File: config.mk
export PLATFORM = sky130hd
export DESIGN_NAME = dual_uart_hostif
export DESIGN_NICKNAME = d
export VERILOG_FILES = /design/src/rtl/dual_uart_pkg.sv /design/src/rtl/rst_filter.sv /design/src/rtl/strobe_sync.sv /design/src/rtl/chan_regs.sv /design/src/rtl/dual_uart_hostif.sv
export SDC_FILE = /design/constraint.sdc
export NUM_CORES = 1
export LEC_CHECK = 0
export BUFFER_PORTS_ARGS = -buffer_cell sky130_fd_sc_hd__buf_4
export CAP_MARGIN = 20
export CORE_ASPECT_RATIO = 0.7
export CORE_UTILIZATION = 50
export DETAILED_ROUTE_END_ITERATION = 6
export GPL_ROUTABILITY_DRIVEN = 0
export PLACE_DENSITY = 0.8
export SLEW_MARGIN = 20
export SYNTH_ARGS = -nofsm -noshare
export SYNTH_HDL_FRONTEND = slang
export SYNTH_SLANG_ARGS = --single-unit
File: constraint.sdc
create_clock -name clk -period 3.4 [get_ports clk]
set_input_delay 0 -clock clk [delete_from_list [all_inputs] [get_ports clk]]
set_output_delay 0 -clock clk [all_outputs]
set_load 0.05 [all_outputs]
File: src/rtl/dual_uart_pkg.sv
// Shared constants and types of the dual UART host front end.
package dual_uart_pkg;
    localparam int DATA_W = 8;
    localparam int ADDR_W = 3;
    localparam int NCHAN  = 2;

    localparam logic [ADDR_W-1:0] OFS_DIV_LO = 3'd0;
    localparam logic [ADDR_W-1:0] OFS_DIV_HI = 3'd1;
    localparam logic [ADDR_W-1:0] OFS_ALT    = 3'd2;
    localparam logic [ADDR_W-1:0] OFS_LINE   = 3'd3;

    typedef enum logic [1:0] {
        MF_OP2   = 2'b00,
        MF_BAUD  = 2'b01,
        MF_RXRDY = 2'b10,
        MF_IDLE  = 2'b11
    } mf_sel_e;

    // True when the offset maps to a register held in this block.
    function automatic logic is_local(input logic [ADDR_W-1:0] a, input logic div_access);
        return (a == OFS_LINE) ||
               (div_access && (a == OFS_DIV_LO || a == OFS_DIV_HI || a == OFS_ALT));
    endfunction
endpackage

File: src/rtl/rst_filter.sv
// Reset width filter.
// Drives rst_n low once rst_req has been high for HOLD consecutive clocks.
// rst_n stays low while rst_req stays high.
// Assumes HOLD >= 1. The filter itself needs no reset: its counter clears
// whenever rst_req is low.
module rst_filter #(
    parameter int HOLD = 4
) (
    input  logic clk,
    input  logic rst_req,
    output logic rst_n
);
    localparam int CW = $clog2(HOLD + 1);

    logic [CW-1:0] cnt;

    // Count consecutive high clocks of the reset request, saturating at HOLD.
    always_ff @(posedge clk) begin
        if (!rst_req)
            cnt <= '0;
        else if (cnt != CW'(HOLD))
            cnt <= cnt + 1'b1;
    end

    // Issue the internal reset once the count has saturated.
    always_ff @(posedge clk) begin
        rst_n <= !(cnt == CW'(HOLD));
    end

    // internal reset only starts after the request was high.
    a_r2_reset_needs_request: assert property (@(posedge clk)
        $fell(rst_n) |-> $past(rst_req));
endmodule

File: src/rtl/strobe_sync.sv
// Multi-flop synchronizer for an asynchronous level.
// Gives the synchronized level plus single-cycle rise and fall pulses.
// Assumes STAGES >= 2.
module strobe_sync #(
    parameter int STAGES = 2
) (
    input  logic clk,
    input  logic rst_n,
    input  logic async_in,
    output logic level,
    output logic rise,
    output logic fall
);
    logic [STAGES:0] sh;

    // Shift the asynchronous level through the synchronizer chain and one history flop.
    always_ff @(posedge clk) begin
        if (!rst_n)
            sh <= '0;
        else
            sh <= {sh[STAGES-1:0], async_in};
    end

    assign level = sh[STAGES-1];
    assign rise  = sh[STAGES-1] & ~sh[STAGES];
    assign fall  = ~sh[STAGES-1] & sh[STAGES];
endmodule

File: src/rtl/chan_regs.sv
// Register set of one UART channel: line control, divisor bytes and
// alternate-function register.
// Also returns the identification/revision override and drives the
// multifunction pin mux.
// Assumes wr_en is a single-cycle commit pulse, with wr_addr/wr_data stable
// in that cycle.
module chan_regs
    import dual_uart_pkg::*;
#(
    parameter logic [DATA_W-1:0] ID_CODE  = 8'h0A,
    parameter logic [DATA_W-1:0] REV_CODE = 8'h01
) (
    input  logic              clk,
    input  logic              rst_n,
    input  logic              wr_en,
    input  logic [ADDR_W-1:0] wr_addr,
    input  logic [DATA_W-1:0] wr_data,
    input  logic [ADDR_W-1:0] rd_addr,
    input  logic [DATA_W-1:0] ext_rdata,
    output logic [DATA_W-1:0] rd_data,
    output logic              rd_local,
    output logic              ext_we,
    input  logic              rx_rdy,
    input  logic              op2,
    input  logic              baud_clk,
    output logic              mf_n,
    output logic [2*DATA_W-1:0] divisor
);
    logic [DATA_W-1:0] line_q, dlo_q, dhi_q, alt_q;
    logic              div_acc, div_zero, wr_local;
    mf_sel_e           mf_sel;

    assign div_acc  = line_q[7];
    assign div_zero = (dlo_q == '0) && (dhi_q == '0);
    assign wr_local = is_local(wr_addr, div_acc);
    assign rd_local = is_local(rd_addr, div_acc);
    assign ext_we   = wr_en && !wr_local;
    assign divisor  = {dhi_q, dlo_q};
    assign mf_sel   = mf_sel_e'(alt_q[2:1]);

    // Commit host writes to the local registers of this channel.
    always_ff @(posedge clk) begin
        if (!rst_n) begin
            line_q <= '0;
            dlo_q  <= '0;
            dhi_q  <= '0;
            alt_q  <= '0;
        end else if (wr_en) begin
            if (wr_addr == OFS_LINE)
                line_q <= wr_data;
            else if (div_acc && wr_addr == OFS_DIV_LO)
                dlo_q <= wr_data;
            else if (div_acc && wr_addr == OFS_DIV_HI)
                dhi_q <= wr_data;
            else if (div_acc && wr_addr == OFS_ALT)
                alt_q <= wr_data;
        end
    end

    // Select read data, replacing the divisor bytes with codes when the divisor is zero.
    always_comb begin
        rd_data = ext_rdata;
        if (rd_addr == OFS_LINE)
            rd_data = line_q;
        else if (div_acc && rd_addr == OFS_DIV_LO)
            rd_data = div_zero ? REV_CODE : dlo_q;
        else if (div_acc && rd_addr == OFS_DIV_HI)
            rd_data = div_zero ? ID_CODE : dhi_q;
        else if (div_acc && rd_addr == OFS_ALT)
            rd_data = alt_q;
    end

    // Route the chosen active-low source to the multifunction pin.
    always_comb begin
        unique case (mf_sel)
            MF_OP2:   mf_n = ~op2;
            MF_BAUD:  mf_n = ~baud_clk;
            MF_RXRDY: mf_n = ~rx_rdy;
            default:  mf_n = 1'b1;
        endcase
    end

    // without a commit pulse the channel registers keep their value.
    a_r4_line_hold: assert property (@(posedge clk) disable iff (!rst_n)
        !wr_en |=> $stable(line_q));
    a_r4_alt_hold: assert property (@(posedge clk) disable iff (!rst_n)
        !wr_en |=> $stable(alt_q));
    // the stored divisor only changes on a commit.
    a_r6_div_hold: assert property (@(posedge clk) disable iff (!rst_n)
        !wr_en |=> $stable(divisor));
    // a zero divisor reads back as the identification code.
    a_r5_id_code: assert property (@(posedge clk) disable iff (!rst_n)
        (div_acc && rd_addr == OFS_DIV_HI && divisor == '0) |-> rd_data == ID_CODE);
    // the idle selection keeps the pin inactive.
    a_r9_idle_high: assert property (@(posedge clk) disable iff (!rst_n)
        (alt_q[2:1] == 2'b11) |-> mf_n);
endmodule

File: src/rtl/dual_uart_hostif.sv
// Host bus front end of a dual UART.
// Synchronizes the asynchronous read/write strobes and commits writes on
// strobe release. It captures read data on read start and holds it, and
// steers accesses to channel A or B.
// Assumes addr, din and chsel are stable while their strobe is low, and for
// a read until dout is sampled.
module dual_uart_hostif
    import dual_uart_pkg::*;
#(
    parameter int                RST_HOLD    = 4,
    parameter int                SYNC_STAGES = 2,
    parameter logic [DATA_W-1:0] ID_CODE     = 8'h0A,
    parameter logic [DATA_W-1:0] REV_CODE    = 8'h01
) (
    input  logic                clk,
    input  logic                dev_reset,
    input  logic                cs_n,
    input  logic                ior_n,
    input  logic                iow_n,
    input  logic                chsel,
    input  logic [ADDR_W-1:0]   addr,
    input  logic [DATA_W-1:0]   din,
    output logic [DATA_W-1:0]   dout,
    output logic                dout_en,
    output logic [ADDR_W-1:0]   ext_addr,
    output logic [DATA_W-1:0]   ext_wdata,
    output logic [NCHAN-1:0]    ext_we,
    output logic [NCHAN-1:0]    ext_re,
    input  logic [DATA_W-1:0]   ext_rdata_a,
    input  logic [DATA_W-1:0]   ext_rdata_b,
    input  logic [NCHAN-1:0]    rx_rdy,
    input  logic [NCHAN-1:0]    op2,
    input  logic [NCHAN-1:0]    baud_clk,
    output logic [NCHAN-1:0]    mf_n,
    output logic [2*DATA_W-1:0] div_a,
    output logic [2*DATA_W-1:0] div_b
);
    logic rst_n;
    logic rd_lvl, rd_rise, rd_fall_unused;
    logic wr_lvl, wr_rise_unused, wr_commit;
    logic [ADDR_W-1:0] wr_addr_q;
    logic [DATA_W-1:0] wr_data_q;
    logic              wr_ch_q;
    logic [DATA_W-1:0] rd_hold_q;
    logic              dout_en_q;

    logic [DATA_W-1:0]   ch_rdata [NCHAN];
    logic [DATA_W-1:0]   ch_ext_rd [NCHAN];
    logic [2*DATA_W-1:0] ch_div [NCHAN];
    logic [NCHAN-1:0]    ch_wr_en, ch_rd_local;

    assign ch_ext_rd[0] = ext_rdata_a;
    assign ch_ext_rd[1] = ext_rdata_b;
    assign div_a = ch_div[0];
    assign div_b = ch_div[1];

    rst_filter #(.HOLD(RST_HOLD)) u_rst (
        .clk(clk), .rst_req(dev_reset), .rst_n(rst_n)
    );

    strobe_sync #(.STAGES(SYNC_STAGES)) u_rd_sync (
        .clk(clk), .rst_n(rst_n), .async_in(~cs_n & ~ior_n),
        .level(rd_lvl), .rise(rd_rise), .fall(rd_fall_unused)
    );

    strobe_sync #(.STAGES(SYNC_STAGES)) u_wr_sync (
        .clk(clk), .rst_n(rst_n), .async_in(~cs_n & ~iow_n),
        .level(wr_lvl), .rise(wr_rise_unused), .fall(wr_commit)
    );

    // Latch the write target while the synchronized write strobe is active.
    always_ff @(posedge clk) begin
        if (!rst_n) begin
            wr_addr_q <= '0;
            wr_data_q <= '0;
            wr_ch_q   <= 1'b0;
        end else if (wr_lvl) begin
            wr_addr_q <= addr;
            wr_data_q <= din;
            wr_ch_q   <= chsel;
        end
    end

    // Capture read data at read start and drive it until the read strobe is released.
    always_ff @(posedge clk) begin
        if (!rst_n) begin
            rd_hold_q <= '0;
            dout_en_q <= 1'b0;
        end else begin
            if (rd_rise)
                rd_hold_q <= ch_rdata[chsel];
            dout_en_q <= rd_lvl;
        end
    end

    for (genvar c = 0; c < NCHAN; c++) begin : g_chan
        logic ext_we_c;
        assign ch_wr_en[c] = wr_commit && (wr_ch_q == 1'(c));
        assign ext_we[c]   = ext_we_c;
        assign ext_re[c]   = rd_rise && (chsel == 1'(c)) && !ch_rd_local[c];

        chan_regs #(.ID_CODE(ID_CODE), .REV_CODE(REV_CODE)) u_regs (
            .clk(clk), .rst_n(rst_n),
            .wr_en(ch_wr_en[c]), .wr_addr(wr_addr_q), .wr_data(wr_data_q),
            .rd_addr(addr), .ext_rdata(ch_ext_rd[c]),
            .rd_data(ch_rdata[c]), .rd_local(ch_rd_local[c]), .ext_we(ext_we_c),
            .rx_rdy(rx_rdy[c]), .op2(op2[c]), .baud_clk(baud_clk[c]),
            .mf_n(mf_n[c]), .divisor(ch_div[c])
        );
    end

    assign ext_addr  = wr_commit ? wr_addr_q : addr;
    assign ext_wdata = wr_data_q;
    assign dout_en   = dout_en_q;
    assign dout      = dout_en_q ? rd_hold_q : '0;

    // a write commit is a single-cycle pulse.
    a_r7_commit_single: assert property (@(posedge clk) disable iff (!rst_n)
        wr_commit |=> !wr_commit);
    // an access never reaches both channels at once.
    a_r4_one_channel: assert property (@(posedge clk) disable iff (!rst_n)
        $onehot0(ch_wr_en) && $onehot0(ext_re));
    // no bus drive once the read has been idle for a cycle.
    a_r8_idle_no_drive: assert property (@(posedge clk) disable iff (!rst_n)
        (!rd_lvl && $past(!rd_lvl)) |-> !dout_en);
endmodule

Word level (Yosys, flattened, before mapping)
Cells that the tools add are included.
W data, S select, Z words.
Storage, ports and cells
  bits in registers: 95
  bits in latches: 0
  RAM bits: 0
  memory bits (read-only): 0
  word-level logic and storage cells: 128
  memories: 0
Operators by class
  add/subtract/negate cells: 1
  $mul: 0
  divide/modulo/power cells: 0
  magnitude comparators: 1
  eq/ne operators: 12
  shift operators: 0
  mux-type cells: 19
  bitwise gates (word level): 23
  reductions and logical operators: 55
Operator list (number)
  $mux W8: 16
  $logic_not A8 Y1: 4
  $logic_and A1 B1 Y1: 26
  $not A1 Y1: 18
  $eq A3 B2 Y1 const B: 4
  $reduce_and A5 Y1: 2
  $logic_or A1 B1 Y1: 8
  $reduce_and A4 Y1: 2
  $eq A3 B1 Y1 const B: 2
  $logic_not A3 Y1: 2
  $pmux W1 S3: 2
  $reduce_and A3 Y1: 2
  $logic_not A1 Y1: 5
  $and A1 B1 Y1: 4
  $eq A2 B1 Y1 const B: 2
  $eq A2 B2 Y1 const B: 2
  $logic_not A2 Y1: 2
  $reduce_and A2 Y1: 2
  $add A3 B1 Y3 const B: 1
  $eq A3 B3 Y1 const B: 1
  $mux W3: 1
  $ne A3 B3 Y1 const B: 1
  $ge A2 B2 Y1 const B: 1
  $not A1 Y2: 1

Depth between registers and ports, before layout
Gate-level depths: netlist (run 1).
  depth in word-level cells: 9
  depth in mapped cells: 8

By module
A second synthesis (run 1) with hierarchy kept.
Unflattened totals
  cells, all modules: 534
  area total of the unflattened synthesis: 4974.8 µm²
Modules (own cells, without submodules)
  chan_regs: times used 2, cells an instance 202, area an instance 1831.8 µm², seq. area each 640.6 µm²
  dual_uart_hostif: times used 1, cells an instance 96, area an instance 958.4 µm², seq. area each 420.4 µm²
  strobe_sync: times used 2, cells an instance 8, area an instance 91.3 µm², seq. area each 60.1 µm²
  rst_filter: times used 1, cells an instance 18, area an instance 170.2 µm², seq. area each 80.1 µm²

Worst setup path after synthesis (run 1)
OpenSTA, ideal clock, no wires.
  kind: register to register
  start point: register dout_en (netlist name)
  end point: register rd_hold_q[6]
  setup time: 0.081 ns
  arrival time: 1.700 ns
  data required time: 3.319 ns
  setup slack: 1.620 ns
  stages on the path, launching flop included: 7
  path buffers: 1
  cell sequence: dfxtp_1 > clkbuf_1 > nor3b_2 > nand2_1 > a2111oi_0 > o21ai_0 > a41oi_1
RTL lines
  end signal, assigned: line dual_uart_hostif.sv:91  | rd_hold_q <= ch_rdata[chsel];
  end, declared: line dual_uart_hostif.sv:44  | logic [DATA_W-1:0] rd_hold_q;

Final worst setup path (run 1)
  start point: register u_wr_sync.sh[1]
  end point: register g_chan[1].u_regs.dhi_q[7]
Between the ends
  cells in the longest elaborated chain, start to end: 4
RTL lines
  start, declared: line strobe_sync.sv:14  | logic [STAGES:0] sh;
  start signal, assigned: line strobe_sync.sv:21  | sh <= {sh[STAGES-1:0], async_in};
  $not A1 Y1: line strobe_sync.sv:26  | assign fall = ~sh[STAGES-1] & sh[STAGES];
  $and A1 B1 Y1: line strobe_sync.sv:26
  $logic_and A1 B1 Y1: line dual_uart_hostif.sv:98  | assign ch_wr_en[c] = wr_commit && (wr_ch_q == 1'(c));
  $reduce_and A4 Y1 (no source line)
  end signal, assigned: line chan_regs.sv:54  | dhi_q <= wr_data;
  end, declared: line chan_regs.sv:29  | logic [DATA_W-1:0] line_q, dlo_q, dhi_q, alt_q;
Every way passes these cells.
A chain may end at the register's enable or synchronous reset.

==> results_dict.tcl, run 1 <==
set metrics [dict create \
    drt_wl_total_um 14600 \
    syn_area_um2 4740 \
    yosysWarnings 0 \
    worstHoldPathType "in -> reg" \
    fin_crit_ps 2290 \
    die_h_um 83.5 \
    slew_violations 0 \
    seq_area_frac_synth 0.397 \
    grt_use_total 0.295 \
    cts_setup_buffers 0 \
    cts_inserted_buffers 9 \
    cts_tree "yes" \
    synthXorXnorAreaFrac 0.00185 \
    syn_inst 552 \
    drive_gt1_frac 0.204 \
    initial_utilization 0.519 \
    cpMaxStageDelayCell "dfxtp_1" \
    drv_cap 0 \
    rows 29 \
    antenna_found_initial 0 \
    io_buffers 96 \
    grt_pass1_vias 4338 \
    synthToLayoutAreaGrowth_pct 23.0 \
    synth_compound_area_frac 0.157 \
    antennaDiodeCount 0 \
    worstPathCellList "nand3b_2, nor3b_4, nand2_2, mux2i_1, nor2_1" \
    rsz0062_at_grt "false" \
    wl_per_cell_um 19.3 \
    slew_headroom 0.343 \
    final_cell_mix "98 x buf_4, 94 x dfxtp_1, 84 x nor2_1, 63 x mux2i_1, 39 x nand2_1" \
    ys.flop_type "dfxtp_1" \
    vias 4678 \
    yosys.area_share.simple 0.243 \
    critPathMaxFanout 15 \
    drt_pre_antenna_iters 5 \
    h-tree-depth 3 \
    ys_async_sr_fraction 0 \
    critPathCaptureType "flip-flop" \
    clock_latency_ps 350 \
    setup_ws_ps 1110 \
    grt_pass1_wl_um 22700 \
    status "completed" \
    ant_nets 0 \
    syn_avg_cell_area_um2 8.59 \
    critPathArrivalTime_ps 2520 \
    place_ws_ps 1200 \
    grt_start_max_net_pins 58 \
    synth_cell_type_count 63 \
    synth_top_family_by_area "simple AND/OR/NAND/NOR gates" \
    slowest_delay_ps 590 \
    setup_viol 0 \
    via_per_inst 6.19 \
    hold_violations 0 \
    startpoint_type "flip-flop" \
    fmax_mhz 436 \
    io_pins 97 \
    grt-ovfl-total 0 \
    synth_fa_ha_area_frac 0.00528 \
    fillerInstances 767 \
    layout.nets 668 \
    skew_ps 5.26 \
    synth_edf_count 0 \
    power_density_nw_per_um2 595 \
    cp.required_ps 3630 \
    cts-root-buf "clkbuf_16" \
    dieArea_um2 9890 \
    hpwlAfterDp_um 9940 \
    drc_errors 0 \
    die_x_um 118 \
    synth_mux_area_frac 0.140 \
    clk_pin_slew_ps 60 \
    synth_nets 593 \
    leakagePower_nw 2.64 \
    ctsLongestPathBuffers 2 \
    setup_tns_ps 0 \
    period_share 0.674 \
    ys_seq_elements 94 \
    utilization 0.638 \
    core_um2 9140 \
    max-vdd-ir-drop_mv 0.386 \
    synth_top_cell_by_area "dfxtp_1" \
    layout_commonest_cell "buf_4" \
    synth_area_leaders "dfxtp_1 40%, mux2i_1 13%, nor2_1 6.6%, a21oi_1 3.6%, nand2_1 3.1%" \
    synth_top_area_frac 0.397 \
    drtIter0Drc 541 \
    worstMarginPinSlew_ps 985 \
    critical_path_class "reg -> reg" \
    cts.sinks 94 \
]
per-layer routing:
layer  routed length [µm]  vias up  global-route usage  share of wire
li1                     -     2098                   -              -
met1                 6060     2224               0.394           0.42
met2                 6420      306               0.443           0.44
met3                 1670       50              0.0861           0.11
met4                  426        0               0.124          0.029
met5                    0        -                   0              0
cells in the mapped netlist, types with 5 or more instances:
cell	n
nand2_1	39
dfxtp_1	94
a32oi_1	5
nor4_1	8
buf_2	14
inv_1	8
nor2b_1	6
o211ai_1	6
mux2i_1	63
o21ai_0	21
a22oi_1	7
nand2b_1	13
a21oi_1	34
nand3_1	23
a21o_1	5
clkbuf_1	27
nor2_1	84
and2_1	14
cell type report:
type	count	area, µm²	area share
well taps	124	155	0.0266
repair buffers	112	876	0.150
clock buffers	14	274	0.0470
flip-flops and latches	94	1880	0.322
multi-input cells	401	2600	0.446
clock inverters	2	15.0	0.00257
inverters	9	33.8	0.00579
kinds of logic after synthesis:
kind of cell,after synthesis
adders and majority gates,2
muxes,66
AOI/OAI and AO/OA,114
DFF,94
and+or+nand+nor,218
xor gates and xnor gates,1
buffers and inverters,57
flip-flops by register name (all words and copies together), names as in the netlist:
name,count
dout_en,1
g_chan.u_regs.dhi_q,16
g_chan.u_regs.line_q,16
u_rd_sync.sh,2
u_wr_sync.sh,3
rd_hold_q,8
u_rst.rst_n,1
ext_wdata,8
u_rst.cnt,3
wr_addr_q,3
wr_ch_q,1
g_chan.u_regs.dlo_q,16
g_chan.u_regs.alt_q,16
worst max-delay path: cells and delay by family, from the launching register on:
family	cells	cell delay [ps]
multiplexers	1	250
flip-flops	1	590
AND/OR/NAND/NOR	4	1340
where the power goes:
part,total (mW),switching [mW],internal (mW)
clock network,0.978,0.422,0.557
logic,0.921,0.581,0.340
registers,1.57,0.290,1.28
final timing paths:
kind	start	end	slack (ps)	cells after the start
setup / recovery	u_wr_sync.sh[1]$_SDFF_PN0_	g_chan[1].u_regs.dhi_q[7]$_SDFFE_PN0P_	1110	5
hold / removal	addr[2]	wr_addr_q[2]$_SDFFE_PN0P_	120	3
setup reg to reg	u_wr_sync.sh[1]$_SDFF_PN0_	g_chan[1].u_regs.dhi_q[7]$_SDFFE_PN0P_	1110	5
hold reg to reg	u_rd_sync.sh[0]$_SDFF_PN0_	u_rd_sync.sh[1]$_SDFF_PN0_	460	1
per-stage QoR:
step / std cells / hold WS (ps) / total power, mW / instance area, µm²
after floorplan: 552 / 72.4 / 2.16 / 4740
after global placement: 726 / 159 / 2.43 / 5410
after detailed placement: 726 / 164 / 2.46 / 5410
after CTS: 756 / 98.1 / 3.45 / 5840
after global routing: 756 / 121 / 3.59 / 5840
final: 756 / 115 / 3.47 / 5840
timing repair:
action / CTS / global route
resized for setup: 0 / 0
hold buffers: 14 / 0
hold endpoints to repair: 14 / 0
Power figures use the tool's default switching activity.
==> run 2: changes to the inputs <==
==> constraint.sdc (replaced) <==
create_clock -name clk -period 2.33 [get_ports clk]
set_input_delay 0 -clock clk [delete_from_list [all_inputs] [get_ports clk]]
set_output_delay 0 -clock clk [all_outputs]
set_load 0.05 [all_outputs]
==> run 2 against run 1 <==
Global-route usage is essentially flat. Clock power increased by 45%. Register-to-register slack got worse by 800 ps. Via count down 0.88%. Design area up 1.1%. Sequential cell count stayed put. Combinational power up 48%. Wire length shrank 1.2%.
==> results_dict.tcl, run 2 (synthesis gave the netlist of run 1 again) <==
set metrics [dict create \
    status "completed" \
    clock_latency_ps 350 \
    leakagePower_nw 2.68 \
    synthToLayoutAreaGrowth_pct 24.3 \
    layout.nets 675 \
    r2r-start "dout_en$_SDFF_PN0_" \
    hpwlAfterDp_um 10200 \
    fmax_mhz 494 \
    cts_resized 0 \
    worstHoldPathType "in -> reg" \
    cts_inserted_buffers 9 \
    final_area_um2 5900 \
    slew_violations 0 \
    dpl_cell_area_um2 5480 \
    clk_pin_slew_ps 60 \
    setup_viol 0 \
    io_pins 97 \
    seq_area_um2 1880 \
    vias 4637 \
    dieArea_um2 9890 \
    startpoint "dout_en$_SDFF_PN0_" \
    power_density_nw_per_um2 856 \
    setup_ws_ps 307 \
    io_buffers 96 \
    critPathMaxFanout 12 \
    h-tree-depth 3 \
    die_x_um 118 \
    drive_gt1_frac 0.216 \
    ant_nets 0 \
    worstPathCellList "nor3b_2, nand2_1, a2111oi_0, o21ai_0, a41oi_1" \
    grt-ovfl-total 0 \
    via_per_inst 6.08 \
    fillerInstances 793 \
    place_ws_ps 372 \
    utilization 0.645 \
    wl_per_cell_um 18.9 \
    skew_ps 7.67 \
    grt_use_total 0.295 \
    die_h_um 83.5 \
    cts-root-buf "clkbuf_16" \
    grt_start_max_net_pins 50 \
    critical_path_class "reg -> reg" \
    worstMarginPinSlew_ps 651 \
    layout_commonest_cell "buf_4" \
    cts_tree "yes" \
    initial_utilization 0.519 \
    max-vdd-ir-drop_mv 0.688 \
    final_cell_mix "105 x buf_4, 94 x dfxtp_1, 84 x nor2_1, 63 x mux2i_1, 39 x nand2_1" \
    slowest_delay_ps 520 \
    slew_headroom 0.565 \
    holdCritStartpoint "chsel" \
    critPathCaptureType "flip-flop" \
    fin_cells 763 \
    placedCellCount 734 \
    drc_errors 0 \
    startpoint_type "flip-flop" \
    antennaDiodeCount 0 \
    hold_violations 0 \
    fin_crit_ps 2020 \
    cts.sinks 94 \
    period_share 0.868 \
    drt_pre_antenna_iters 5 \
    grt_pass1_vias 4176 \
    setup_tns_ps 0 \
    multi_input_area_um2 2600 \
    drt_wl_total_um 14400 \
    rows 29 \
    drtIter0Drc 569 \
    ctsLongestPathBuffers 2 \
    drv_cap 0 \
    cp.required_ps 2600 \
    rsz0062_at_grt "false" \
    antenna_found_initial 0 \
    grt_pass1_wl_um 22400 \
    critPathArrivalTime_ps 2290 \
    cpMaxStageDelayCell "nor3b_2" \
    core_um2 9140 \
]
run 2: changes by cell type in the layout (fill, tap and decap cells not counted), sizes merged:
cell         change
buf              +8
clkbuf           -1
clkinv           +2
clkinvlp         -1
dlygate4sd3      -1
run 2: worst paths after layout:
path | endpoint | depth (start not counted) | slack, ps
worst max-delay path | rd_hold_q[6]$_SDFFE_PN0P_ | 5 | 310
worst min-delay path | wr_ch_q$_SDFFE_PN0P_ | 3 | 40
worst max register to register | rd_hold_q[6]$_SDFFE_PN0P_ | 5 | 310
worst min register to register | u_rd_sync.sh[1]$_SDFF_PN0_ | 1 | 450
run 2: area by class of cell:
| type | instances | share of cell area |
|---|---|---|
| Clock buffer | 13 | 0.0458 |
| Tap cell | 124 | 0.0263 |
| Inverter | 9 | 0.00573 |
| Timing Repair Buffer | 119 | 0.159 |
| Clock inverter | 3 | 0.00297 |
| Sequential cell | 94 | 0.319 |
| Multi-Input combinational cell | 401 | 0.441 |
run 2: repair_timing:
item,4_1_cts,5_1_grt
hold endpoints to repair,13,0
buffers inserted,0,0
endpoints found under the setup margin,0,0
hold buffers,13,0
run 2: where the power goes:
part           internal, mW  switching, mW  leakage (nW)  total (mW)
sequential             1.87          0.405         0.768        2.27
combinational         0.513          0.846          1.77        1.36
clock                 0.808          0.610         0.142        1.42
run 2: per-stage QoR:
step / hold slack [ps] / power (mW)
detailed placement: 163 / 3.61
global placement: 160 / 3.56
finish: 40.9 / 5.05
CTS: 22.9 / 5.03
floorplan: 72.4 / 3.15
global route: 62.7 / 5.26
run 2: layer usage:
| metal | wire, µm | vias to the layer above | global-route usage |
|---|---|---|---|
| met5 | 0 | - | 0 |
| met4 | 301 | 0 | 0.0967 |
| met3 | 1580 | 31 | 0.0751 |
| met2 | 6220 | 287 | 0.434 |
| met1 | 6300 | 2196 | 0.420 |
| li1 | - | 2123 | - |
run 2: worst max-delay path: cells and delay by family (launching register included):
| kind | cells | cell delay, ps |
|---|---|---|
| compound gates | 3 | 790 |
| flops | 1 | 450 |
| simple gates | 2 | 700 |
==> run 3: changes to the inputs <==
--- a/config.mk
+++ b/config.mk
@@ -8,10 +8,10 @@
 export BUFFER_PORTS_ARGS = -buffer_cell sky130_fd_sc_hd__buf_4
 export CAP_MARGIN = 20
 export CORE_ASPECT_RATIO = 0.7
-export CORE_UTILIZATION = 50
+export CORE_UTILIZATION = 55
 export DETAILED_ROUTE_END_ITERATION = 6
 export GPL_ROUTABILITY_DRIVEN = 0
-export PLACE_DENSITY = 0.8
+export PLACE_DENSITY = 0.86
 export SLEW_MARGIN = 20
 export SYNTH_ARGS = -nofsm -noshare
 export SYNTH_HDL_FRONTEND = slang
==> run 3 against run 2 <==
Via count fell by 0.82%. Combinational power about the same. Clock power increased by 5%. Hold slack improved by 66 ps. Sequential cell count did not move. Critical endpoint is now rd_hold_q[5]$_SDFFE_PN0P_. Largest cell class unchanged. Largest power group unchanged. Highest routed layer unchanged.
==> results_dict.tcl, run 3 (synthesis gave the netlist of run 1 again) <==
set metrics [dict create \
    critPathMaxFanout 17 \
    core_um2 8110 \
    rows 27 \
    ctsLongestPathBuffers 2 \
    use_met1 0.457 \
    fmax_mhz 465 \
    status "completed" \
    critPathArrivalTime_ps 2420 \
    setup_viol 0 \
    clock_latency_ps 360 \
    io_pins 97 \
    ant_nets 0 \
    place_ws_ps 279 \
    grtUsageMet3 0.123 \
    via_per_inst 6.22 \
    cpMaxStageDelayCell "dfxtp_1" \
    power_density_nw_per_um2 873 \
    drv_cap 0 \
    cts_resized 0 \
    utilization 0.724 \
    grt_most_used_layer "met2" \
    synthToLayoutAreaGrowth_pct 23.7 \
    layout_commonest_cell "buf_4" \
    grt_use_total 0.341 \
    die_h_um 79.7 \
    cts.sinks 94 \
    power_mw 5.13 \
    grt_pass1_vias 4335 \
    fin_crit_ps 2150 \
    layout.nets 674 \
    drt_pre_antenna_iters 7 \
    period_share 0.924 \
    grt_pass1_wl_um 23100 \
    worstMarginPinSlew_ps 735 \
    r2r-start "g_chan[1].u_regs.line_q[7]$_SDFFE_PN0P_" \
    slew_headroom 0.509 \
    dieArea_um2 9010 \
    vias 4599 \
    slowest_delay_ps 700 \
    worstPathCellList "nor4b_4, a22oi_1, o21ai_0, o211ai_1, a41oi_1" \
    antenna_found_initial 0 \
    setup_tns_ps 0 \
    critPathCaptureType "flip-flop" \
    seq_area_um2 1880 \
    final_cell_mix "103 x buf_4, 94 x dfxtp_1, 84 x nor2_1, 63 x mux2i_1, 39 x nand2_1" \
    hpwlAfterDp_um 10300 \
    hold_violations 0 \
    antennaDiodeCount 0 \
    wl_per_cell_um 20.0 \
    cp.required_ps 2600 \
    skew_ps 10.1 \
    rsz0062_at_grt "false" \
    use_met2 0.520 \
    drt_wl_total_um 14800 \
    max-vdd-ir-drop_mv 0.807 \
    critical_path_class "reg -> reg" \
    drc_errors 0 \
    startpoint_type "flip-flop" \
    startpoint "g_chan[1].u_regs.line_q[7]$_SDFFE_PN0P_" \
    grt_start_max_net_pins 40 \
    die_x_um 113 \
    grt-ovfl-total 0 \
    drtIter0Drc 544 \
    cts_inserted_buffers 9 \
    cts_tree "yes" \
    cts-root-buf "clkbuf_16" \
    slew_violations 0 \
    setup_ws_ps 177 \
    fillerInstances 600 \
    multi_input_area_um2 2600 \
    finalHoldWorstSlack_ps 107 \
    h-tree-depth 3 \
    drive_gt1_frac 0.210 \
    leakagePower_nw 2.68 \
    initial_utilization 0.585 \
    holdCritStartpoint "addr[2]" \
    io_buffers 96 \
    worstHoldPathType "in -> reg" \
    clk_pin_slew_ps 60 \
]
==> run 3: cell count changes in the layout (fill, tap and decap cells not counted), sizes merged <==
cell,change
buf,-2
bufinv,+1
clkinvlp,-1
dlygate4sd3,+1
==> run 3: layout make-up <==
type / instances / area share
Tap cell: 101 / 0.0215
Clock buffer: 13 / 0.0426
Inverter: 9 / 0.00576
Timing Repair Buffer: 118 / 0.159
Clock inverter: 3 / 0.00746
Multi-Input combinational cell: 401 / 0.443
Sequential cell: 94 / 0.321
==> run 3: through the flow <==
step	area (µm²)	std cells
finish	5870	739
global placement	5440	709
global route	5870	739
detailed placement	5440	709
floorplan	4740	552
CTS	5870	739
==> run 3: path summary, 6_finish.rpt <==
path | cells after the start | slack [ps] | endpoint
max | 5 | 180 | rd_hold_q[5]$_SDFFE_PN0P_
min | 3 | 110 | wr_addr_q[2]$_SDFFE_PN0P_
max reg2reg | 5 | 180 | rd_hold_q[5]$_SDFFE_PN0P_
min reg2reg | 1 | 440 | u_rd_sync.sh[1]$_SDFF_PN0_
==> run 3: per-layer routing <==
layer	share of wire	wire [µm]
met1	0.42	6260
met4	0.019	280
met5	0	0
met2	0.43	6380
met3	0.13	1870
==> run 3: repair_timing <==
| action | CTS | global route |
|---|---|---|
| hold buffers | 14 | 0 |
| buffers inserted | 0 | 0 |
| endpoints found under the hold margin | 14 | 0 |
==> run 3: power by group <==
group / switching, mW / internal, mW / leakage (nW)
Combinational: 0.837 / 0.503 / 1.77
Clock: 0.624 / 0.862 / 0.144
Sequential: 0.430 / 1.87 / 0.768
Total: 1.89 / 3.23 / 2.68
==> run 3: worst max-delay path: cells and delay by family (launching register included) <==
kind	cells	cell delay, ps
AO/OA/AOI/OAI	4	710
AND/OR/NAND/NOR	1	650
flip-flops	1	700
